===== config.mk =====
export PLATFORM = sky130hd
export DESIGN_NAME = dbg_arm_ctl
export DESIGN_NICKNAME = d
export VERILOG_FILES = /design/src/rtl/dbg_arm_pkg.sv /design/src/rtl/dbg_arm_core.sv /design/src/rtl/dbg_arm_cfg.sv /design/src/rtl/dbg_trig_gate.sv /design/src/rtl/dbg_arm_ctl.sv
export SDC_FILE = /design/constraint.sdc
export NUM_CORES = 1
export LEC_CHECK = 0
export BUFFER_PORTS_ARGS = -buffer_cell sky130_fd_sc_hd__buf_4
export CELL_PAD_IN_SITES_DETAIL_PLACEMENT = 1
export CELL_PAD_IN_SITES_GLOBAL_PLACEMENT = 1
export CORE_MARGIN = 1
export CORE_UTILIZATION = 26
export CTS_CLUSTER_SIZE = 40
export DETAILED_ROUTE_END_ITERATION = 16
export PLACE_DENSITY_LB_ADDON = 0.1
export SYNTH_ARGS = -nofsm -noshare
export SYNTH_HDL_FRONTEND = slang
export SYNTH_SLANG_ARGS = --single-unit

===== constraint.sdc =====
create_clock -name clk -period 3.1 [get_ports clk]
set_clock_uncertainty 0.2 [all_clocks]
set_input_delay 0.62 -clock clk [delete_from_list [all_inputs] [get_ports clk]]
set_output_delay 0.62 -clock clk [all_outputs]
set_load 0.05 [all_outputs]

===== src/rtl/dbg_arm_pkg.sv =====
// Package: shared types for the debug arm/trigger register.
// Assumes: alignment field is 2 bits wide; code 11 behaves like end alignment.
package dbg_arm_pkg;
    typedef enum logic [1:0] {
        ALIGN_END   = 2'b00,
        ALIGN_BEGIN = 2'b01,
        ALIGN_MID   = 2'b10,
        ALIGN_RSVD  = 2'b11
    } trc_align_e;

    // True when a trigger under this alignment starts the capture immediately.
    function automatic logic align_starts_trace(input logic [1:0] a);
        return (a == ALIGN_BEGIN) || (a == ALIGN_MID);
    endfunction
endpackage


===== src/rtl/dbg_arm_core.sv =====
// Module: arm flag with hardware-disarm priority and the State1 entry pulse.
// Assumes: wr_en_i is a qualified single-cycle write strobe.
module dbg_arm_core (
    input  logic clk,
    input  logic rst_n,
    input  logic wr_en_i,
    input  logic wr_arm_i,
    input  logic hw_disarm_i,
    output logic arm_o,
    output logic arm_next_o,
    output logic s1_pulse_o
);
    logic arm_q;
    logic s1_q;

    // Next arm value: a hardware disarm overrides any software write.
    always_comb begin
        if (hw_disarm_i)  arm_next_o = 1'b0;
        else if (wr_en_i) arm_next_o = wr_arm_i;
        else              arm_next_o = arm_q;
    end

    // Arm flag register and rising-edge State1 pulse.
    always_ff @(posedge clk) begin
        if (!rst_n) begin
            arm_q <= 1'b0;
            s1_q  <= 1'b0;
        end else begin
            arm_q <= arm_next_o;
            s1_q  <= arm_next_o & ~arm_q;
        end
    end

    assign arm_o      = arm_q;
    assign s1_pulse_o = s1_q;

    // a hardware disarm always leaves the flag clear.
    a_r6_hw_disarm: assert property (@(posedge clk) disable iff (!rst_n)
        hw_disarm_i |=> !arm_q);
    // the State1 pulse only follows a 0 -> 1 change of the flag.
    a_r7_s1_on_rise: assert property (@(posedge clk) disable iff (!rst_n)
        s1_q |-> (arm_q && !$past(arm_q)));
endmodule


===== src/rtl/dbg_arm_cfg.sv =====
// Module: configuration field (locked while armed) and bank select (always writable).
// Assumes: arm_i is the registered arm flag from before the current write.
module dbg_arm_cfg #(
    parameter int CFG_W  = 4,
    parameter int BANK_W = 2
) (
    input  logic              clk,
    input  logic              rst_n,
    input  logic              wr_en_i,
    input  logic              arm_i,
    input  logic [CFG_W-1:0]  wr_cfg_i,
    input  logic [BANK_W-1:0] wr_bank_i,
    output logic [CFG_W-1:0]  cfg_o,
    output logic [BANK_W-1:0] bank_o
);
    logic [CFG_W-1:0]  cfg_q;
    logic [BANK_W-1:0] bank_q;
    logic              cfg_we;

    // Configuration write enable: the lock uses the flag from before the write.
    assign cfg_we = wr_en_i & ~arm_i;

    // Field registers.
    always_ff @(posedge clk) begin
        if (!rst_n) begin
            cfg_q  <= '0;
            bank_q <= '0;
        end else begin
            if (cfg_we)  cfg_q  <= wr_cfg_i;
            if (wr_en_i) bank_q <= wr_bank_i;
        end
    end

    assign cfg_o  = cfg_q;
    assign bank_o = bank_q;

    // configuration holds across any cycle that starts armed.
    a_r4_cfg_locked: assert property (@(posedge clk) disable iff (!rst_n)
        arm_i |=> $stable(cfg_q));
endmodule


===== src/rtl/dbg_trig_gate.sv =====
// Module: immediate-trigger gating and the trace-running stub.
// Assumes: trig_wr_i is already qualified by a register write.
module dbg_trig_gate
    import dbg_arm_pkg::*;
(
    input  logic       clk,
    input  logic       rst_n,
    input  logic       trig_wr_i,
    input  logic       secure_i,
    input  logic       trc_en_i,
    input  logic [1:0] trc_align_i,
    input  logic       trace_done_i,
    input  logic       arm_next_i,
    output logic       trig_o,
    output logic       run_o
);
    logic fire;
    logic trig_q;
    logic run_q;

    // A trigger fires unless secure mode is on or a capture is already running.
    assign fire = trig_wr_i & ~secure_i & ~run_q;

    // Trigger pulse and trace-running stub.
    always_ff @(posedge clk) begin
        if (!rst_n) begin
            trig_q <= 1'b0;
            run_q  <= 1'b0;
        end else begin
            trig_q <= fire;
            if (trace_done_i || !arm_next_i)
                run_q <= 1'b0;
            else if (fire && trc_en_i && align_starts_trace(trc_align_i))
                run_q <= 1'b1;
        end
    end

    assign trig_o = trig_q;
    assign run_o  = run_q;

    // secure mode suppresses the trigger.
    a_r9_secure_blocks: assert property (@(posedge clk) disable iff (!rst_n)
        (trig_wr_i && secure_i) |=> !trig_q);
    // no trigger pulse follows a cycle with a capture running.
    a_r10_running_blocks: assert property (@(posedge clk) disable iff (!rst_n)
        run_q |=> !trig_q);
    // trace completion clears the running flag.
    a_r11_done_clears: assert property (@(posedge clk) disable iff (!rst_n)
        trace_done_i |=> !run_q);
endmodule


===== src/rtl/dbg_arm_ctl.sv =====
// Module: top of the debug arm/trigger control register.
// Layout: [REG_W-1] arm, [REG_W-2] trigger (write-only), then cfg, then bank at LSBs.
// Assumes: single register behind reg_sel_i; read data is combinational.
module dbg_arm_ctl #(
    parameter int CFG_W  = 4,
    parameter int BANK_W = 2,
    localparam int REG_W = CFG_W + BANK_W + 2
) (
    input  logic              clk,
    input  logic              rst_n,
    input  logic              reg_sel_i,
    input  logic              reg_wr_i,
    input  logic [REG_W-1:0]  reg_wdata_i,
    output logic [REG_W-1:0]  reg_rdata_o,
    input  logic              trace_done_i,
    input  logic              brk_notrace_i,
    input  logic              secure_i,
    input  logic              trc_en_i,
    input  logic [1:0]        trc_align_i,
    output logic              armed_o,
    output logic              trig_req_o,
    output logic              seq_s1_o,
    output logic [CFG_W-1:0]  cfg_o,
    output logic [BANK_W-1:0] bank_o,
    output logic              trc_running_o
);
    localparam int ARM_BIT  = REG_W - 1;
    localparam int TRIG_BIT = REG_W - 2;
    localparam int CFG_LSB  = BANK_W;

    logic wr_en;
    logic arm_next;

    // Qualified register write.
    assign wr_en = reg_sel_i & reg_wr_i;

    dbg_arm_core u_core (
        .clk         (clk),
        .rst_n       (rst_n),
        .wr_en_i     (wr_en),
        .wr_arm_i    (reg_wdata_i[ARM_BIT]),
        .hw_disarm_i (trace_done_i | brk_notrace_i),
        .arm_o       (armed_o),
        .arm_next_o  (arm_next),
        .s1_pulse_o  (seq_s1_o)
    );

    dbg_arm_cfg #(.CFG_W(CFG_W), .BANK_W(BANK_W)) u_cfg (
        .clk       (clk),
        .rst_n     (rst_n),
        .wr_en_i   (wr_en),
        .arm_i     (armed_o),
        .wr_cfg_i  (reg_wdata_i[CFG_LSB +: CFG_W]),
        .wr_bank_i (reg_wdata_i[BANK_W-1:0]),
        .cfg_o     (cfg_o),
        .bank_o    (bank_o)
    );

    dbg_trig_gate u_trig (
        .clk          (clk),
        .rst_n        (rst_n),
        .trig_wr_i    (wr_en & reg_wdata_i[TRIG_BIT]),
        .secure_i     (secure_i),
        .trc_en_i     (trc_en_i),
        .trc_align_i  (trc_align_i),
        .trace_done_i (trace_done_i),
        .arm_next_i   (arm_next),
        .trig_o       (trig_req_o),
        .run_o        (trc_running_o)
    );

    // Read mux: the trigger position always reads 0.
    always_comb begin
        if (reg_sel_i) reg_rdata_o = {armed_o, 1'b0, cfg_o, bank_o};
        else           reg_rdata_o = '0;
    end

    // a write without hardware disarm sets the flag to the written bit.
    a_r3_sw_arm: assert property (@(posedge clk) disable iff (!rst_n)
        (wr_en && !trace_done_i && !brk_notrace_i) |=> (armed_o == $past(reg_wdata_i[ARM_BIT])));
    // a write with the trigger bit clear produces no pulse.
    a_r8_zero_no_pulse: assert property (@(posedge clk) disable iff (!rst_n)
        (!(wr_en && reg_wdata_i[TRIG_BIT])) |=> !trig_req_o);
endmodule


# After elaboration in Yosys (flattened, before gate mapping)
# Index checks and enable logic that the tools add are counted.
# word_totals
ff_bits	10
# op_classes
n_eq_ne	2
mux	3
bitwise_logic	11
n_reduce_logical	6
# op_table
op	n
$mux 8	1
$and 1x1->1	6
$not 1->1	4
$eq 2x1->1 const B	1
$eq 2x2->1 const B	1
$logic_and 1x1->1	2
$logic_or 1x1->1	2
$mux 1	2
$reduce_or 2->1	1
$logic_not 1->1	1
$or 1x1->1	1

# Logic depth before layout (Yosys ltp)
# logic_depth
word_depth	6
ltp_mapped	3
depth_no_buf	3

# Modules after synthesis
# Synthesis repeated with hierarchy kept, for this count alone.
# unflattened
cells_unflattened	53
hier_area_um2	496.7
# modules_own_cells
mod	instances	cells_each	area_each_um2	seq_area_each_um2
dbg_arm_cfg	1	25	252.7	120.1
dbg_arm_ctl	1	12	83.8	0.0
dbg_arm_core	1	8	80.1	40.0
dbg_trig_gate	1	8	80.1	40.0

# Least setup slack after synthesis
# OpenSTA, ideal clock, no wires.
# synth_timing
path_kind	input -> output
start	input reg_sel_i
end	output reg_rdata_o[7]
t_arrival_ps	1281
path_slack_ps	999
stages	2
path_cell_list	clkbuf_1 > and2_1
# synth_via
elab_chain_cells	1
# synth_lines
element	line_no	source
from (decl)	dbg_arm_ctl.sv:11	input logic reg_sel_i,
$mux 8	dbg_arm_ctl.sv:74	if (reg_sel_i) reg_rdata_o = {armed_o, 1'b0, cfg_o, bank_o};
to (decl)	dbg_arm_ctl.sv:14	output logic [REG_W-1:0] reg_rdata_o,
# Every way passes these cells.

# Worst setup path in the final report
# layout_timing
start	input reg_sel_i
end	output reg_rdata_o[3]
# Same word-level chain as after synthesis.

==> flow_summary.json <==
{
  "crit_path_max_incr_delay_ns": 0.18,
  "crit_arrival_ns": 1.12,
  "stdcell_area_um2": 733,
  "rows": 14,
  "antenna_found_initial": 0,
  "postCtsSetupBuffers": 0,
  "grt_start_max_net_pins": 14,
  "period_minus_slack_ns": 1.94,
  "min_path_type": "flop to flop",
  "crit_slowest_cell": "buf_4",
  "fill_cells": 186,
  "final-setup-viol-count": 0,
  "die_height_um": 43.5,
  "mostFrequentLayoutCells": "buf_4, dfxtp_1, and2_1",
  "cts_buffer_depth": 2,
  "critPathMostFrequentCell": "buf_4",
  "clkLatencyLatePin_ns": 0.26,
  "synth.distinct_cells": 20,
  "r2r-end": "u_cfg.cfg_o[2]$_SDFFE_PN0P_",
  "postCtsResizedCells": 0,
  "reg2reg_from": "u_core.arm_o$_SDFF_PN0_",
  "crit_path_cell_trace": "buf_4, and2_1, buf_4",
  "io_pins": 36,
  "dp_hpwl_um": 889,
  "yosysWarnings": 0,
  "syn2layout_area_growth_pct": 64.1,
  "fmax_mhz": 514,
  "wl_mm": 1.11,
  "clkTransAtPathRegs_ns": 0.07,
  "dr_total_vias": 443,
  "initial_core_util_pct": 28.7,
  "critPathMaxFanout": 13,
  "status": "complete, but fails checks",
  "hold_violations": 0,
  "wire_per_inst_um": 11.2,
  "violations": "design-rule violations",
  "gp_congestion": 0.637,
  "final.setup.tns_ns": 0,
  "slew_viol_final": 0,
  "crit_start": "reg_sel_i",
  "numCtsBuffers": 3,
  "final_nets": 103,
  "synth_nets": 66,
  "synth_area_per_cell_um2": 9.31,
  "syn_inst": 48,
  "r2r_slack_ns": 1.90,
  "whs_path_depth": 1,
  "grt_overflow": 0,
  "cts-root-buf": "clkbuf_4",
  "rsz0062_at_grt": "false",
  "cp-end-kind": "output port",
  "coreArea_um2": 1560,
  "die_w_um": 43.5,
  "cts_sinks": 10,
  "grt_pass1_vias": 388,
  "finalPower_w": 0.000295,
  "drt_iter0_drc": 9,
  "min_period_over_period_pct": 62.7,
  "path_class": "primary input to output port",
  "synth.ff_latch_count": 10,
  "drc_errors": 4,
  "mostFrequentLayoutCell": "buf_4",
  "cts_tree": "yes",
  "finish.utilization_pct": 47.0,
  "drive_gt1_share_pct": 47.0,
  "critical_path.endpoint": "reg_rdata_o[3]",
  "grt_pass1_wl_mm": 1.68,
  "p_leak_nw": 0.364,
  "ys_seq_area_share_pct": 44.8,
  "place_area_um2": 711,
  "power_density_nw_per_um2": 403,
  "worstSetupStartpointType": "primary input",
  "via_per_inst": 4.47,
  "ir_drop_v": 0.000215,
  "reg2reg_depth": 3,
  "cap_violations": 0,
  "n_antenna_cell": 0,
  "numPortBuffers": 34,
  "syn_area_um2": 447,
  "ctsHoldBuffers": 0,
  "drtPass1Iterations": 10,
  "crit_required_ns": 2.28,
  "die_area_um2": 1890,
  "ant_nets": 0,
  "cts_max_level": 1,
  "grt_usage_pct": 12.7
}
metrics by stage:
| stage | hold slack [ns] | worst slack (ns) | cells |
|---|---|---|---|
| floorplan | 0.481 | 0.999 | 48 |
| global placement | 0.260 | 1.15 | 96 |
| detailed placement | 0.251 | 1.15 | 96 |
| CTS | 0.267 | 1.15 | 99 |
| global route | 0.293 | 1.13 | 99 |
| finish | 0.260 | 1.16 | 99 |
synth_stat cells:
| master | n | share of area [%] |
|---|---|---|
| nand4b_1 | 1 | 2.0 |
| buf_4 | 1 | 1.7 |
| nor2_1 | 3 | 2.5 |
| nor3_2 | 1 | 2.2 |
| o211ai_1 | 1 | 1.7 |
| a21oi_1 | 1 | 1.1 |
| nand3_1 | 2 | 2.2 |
| o31a_1 | 1 | 2.0 |
| nand3b_2 | 1 | 2.5 |
| xnor2_1 | 1 | 2.0 |
| and2_1 | 7 | 9.8 |
| mux2i_1 | 4 | 9.0 |
| nor2b_1 | 4 | 5.6 |
| nand2_1 | 3 | 2.5 |
| clkbuf_1 | 1 | 0.84 |
| dfxtp_1 | 10 | 45 |
| inv_1 | 2 | 1.7 |
| nor3b_1 | 1 | 1.7 |
| a21boi_0 | 2 | 3.4 |
| conb_1 | 1 | 0.84 |
routing by layer:
layer | global-route usage (%) | wire length, um | vias up
li1 | - | - | 229
met1 | 16.8 | 483 | 193
met2 | 17.9 | 539 | 19
met3 | 2.92 | 81 | 2
met4 | 9.38 | 4 | 0
met5 | 0 | 0 | -
worst min-delay path by stage:
stage,slack [ns],endpoint,start
3_5_place_dp,0.25,u_trig.trig_o$_SDFF_PN0_,u_trig.run_o$_SDFFE_PP0P_
6_report,0.26,u_trig.trig_o$_SDFF_PN0_,u_trig.run_o$_SDFFE_PP0P_
2_1_floorplan,0.48,u_cfg.bank_o[0]$_SDFFE_PN0N_,u_cfg.bank_o[0]$_SDFFE_PN0N_
4_1_cts,0.27,u_trig.trig_o$_SDFF_PN0_,u_trig.run_o$_SDFFE_PP0P_
5_1_grt,0.29,u_trig.trig_o$_SDFF_PN0_,u_trig.run_o$_SDFFE_PP0P_
3_3_place_gp,0.26,u_trig.trig_o$_SDFF_PN0_,u_trig.run_o$_SDFFE_PP0P_
state kept, by name, summed over array words and instances, names as in the netlist:
signal / flops
u_trig.run_o: 1
u_core.s1_pulse_o: 1
u_cfg.cfg_o: 4
u_core.arm_o: 1
u_cfg.bank_o: 2
u_trig.trig_o: 1
logic make-up after synthesis:
family	count (synthesis)	synth area share, %
mux	4	8.96
xor+xnor	1	1.96
buf+inv	4	4.20
simple gates	23	31.1
compound gates	5	8.12
flops	10	44.8
other cells	1	0.840
final cells by class:
class	count	area (um^2)	area share, %
Clock buffer	3	22.5	3.07
Timing Repair Buffer	34	255	34.8
Sequential cell	10	200	27.3
Inverter	2	7.51	1.02
Multi-Input combinational cell	34	228	31.1
Tap cell	16	20.0	2.73
worst max-delay path: cells and delay by family:
kind,cells,cell delay (ns)
buffers and inverters,2,0.33
AND/OR/NAND/NOR,1,0.16
power by group:
group	switching, W	internal (W)
clock network	0.0000421	0.0000447
logic	0.0000424	0.0000306
registers	0.00000269	0.000133
Note: power is estimated with default switching activity, not from simulation.
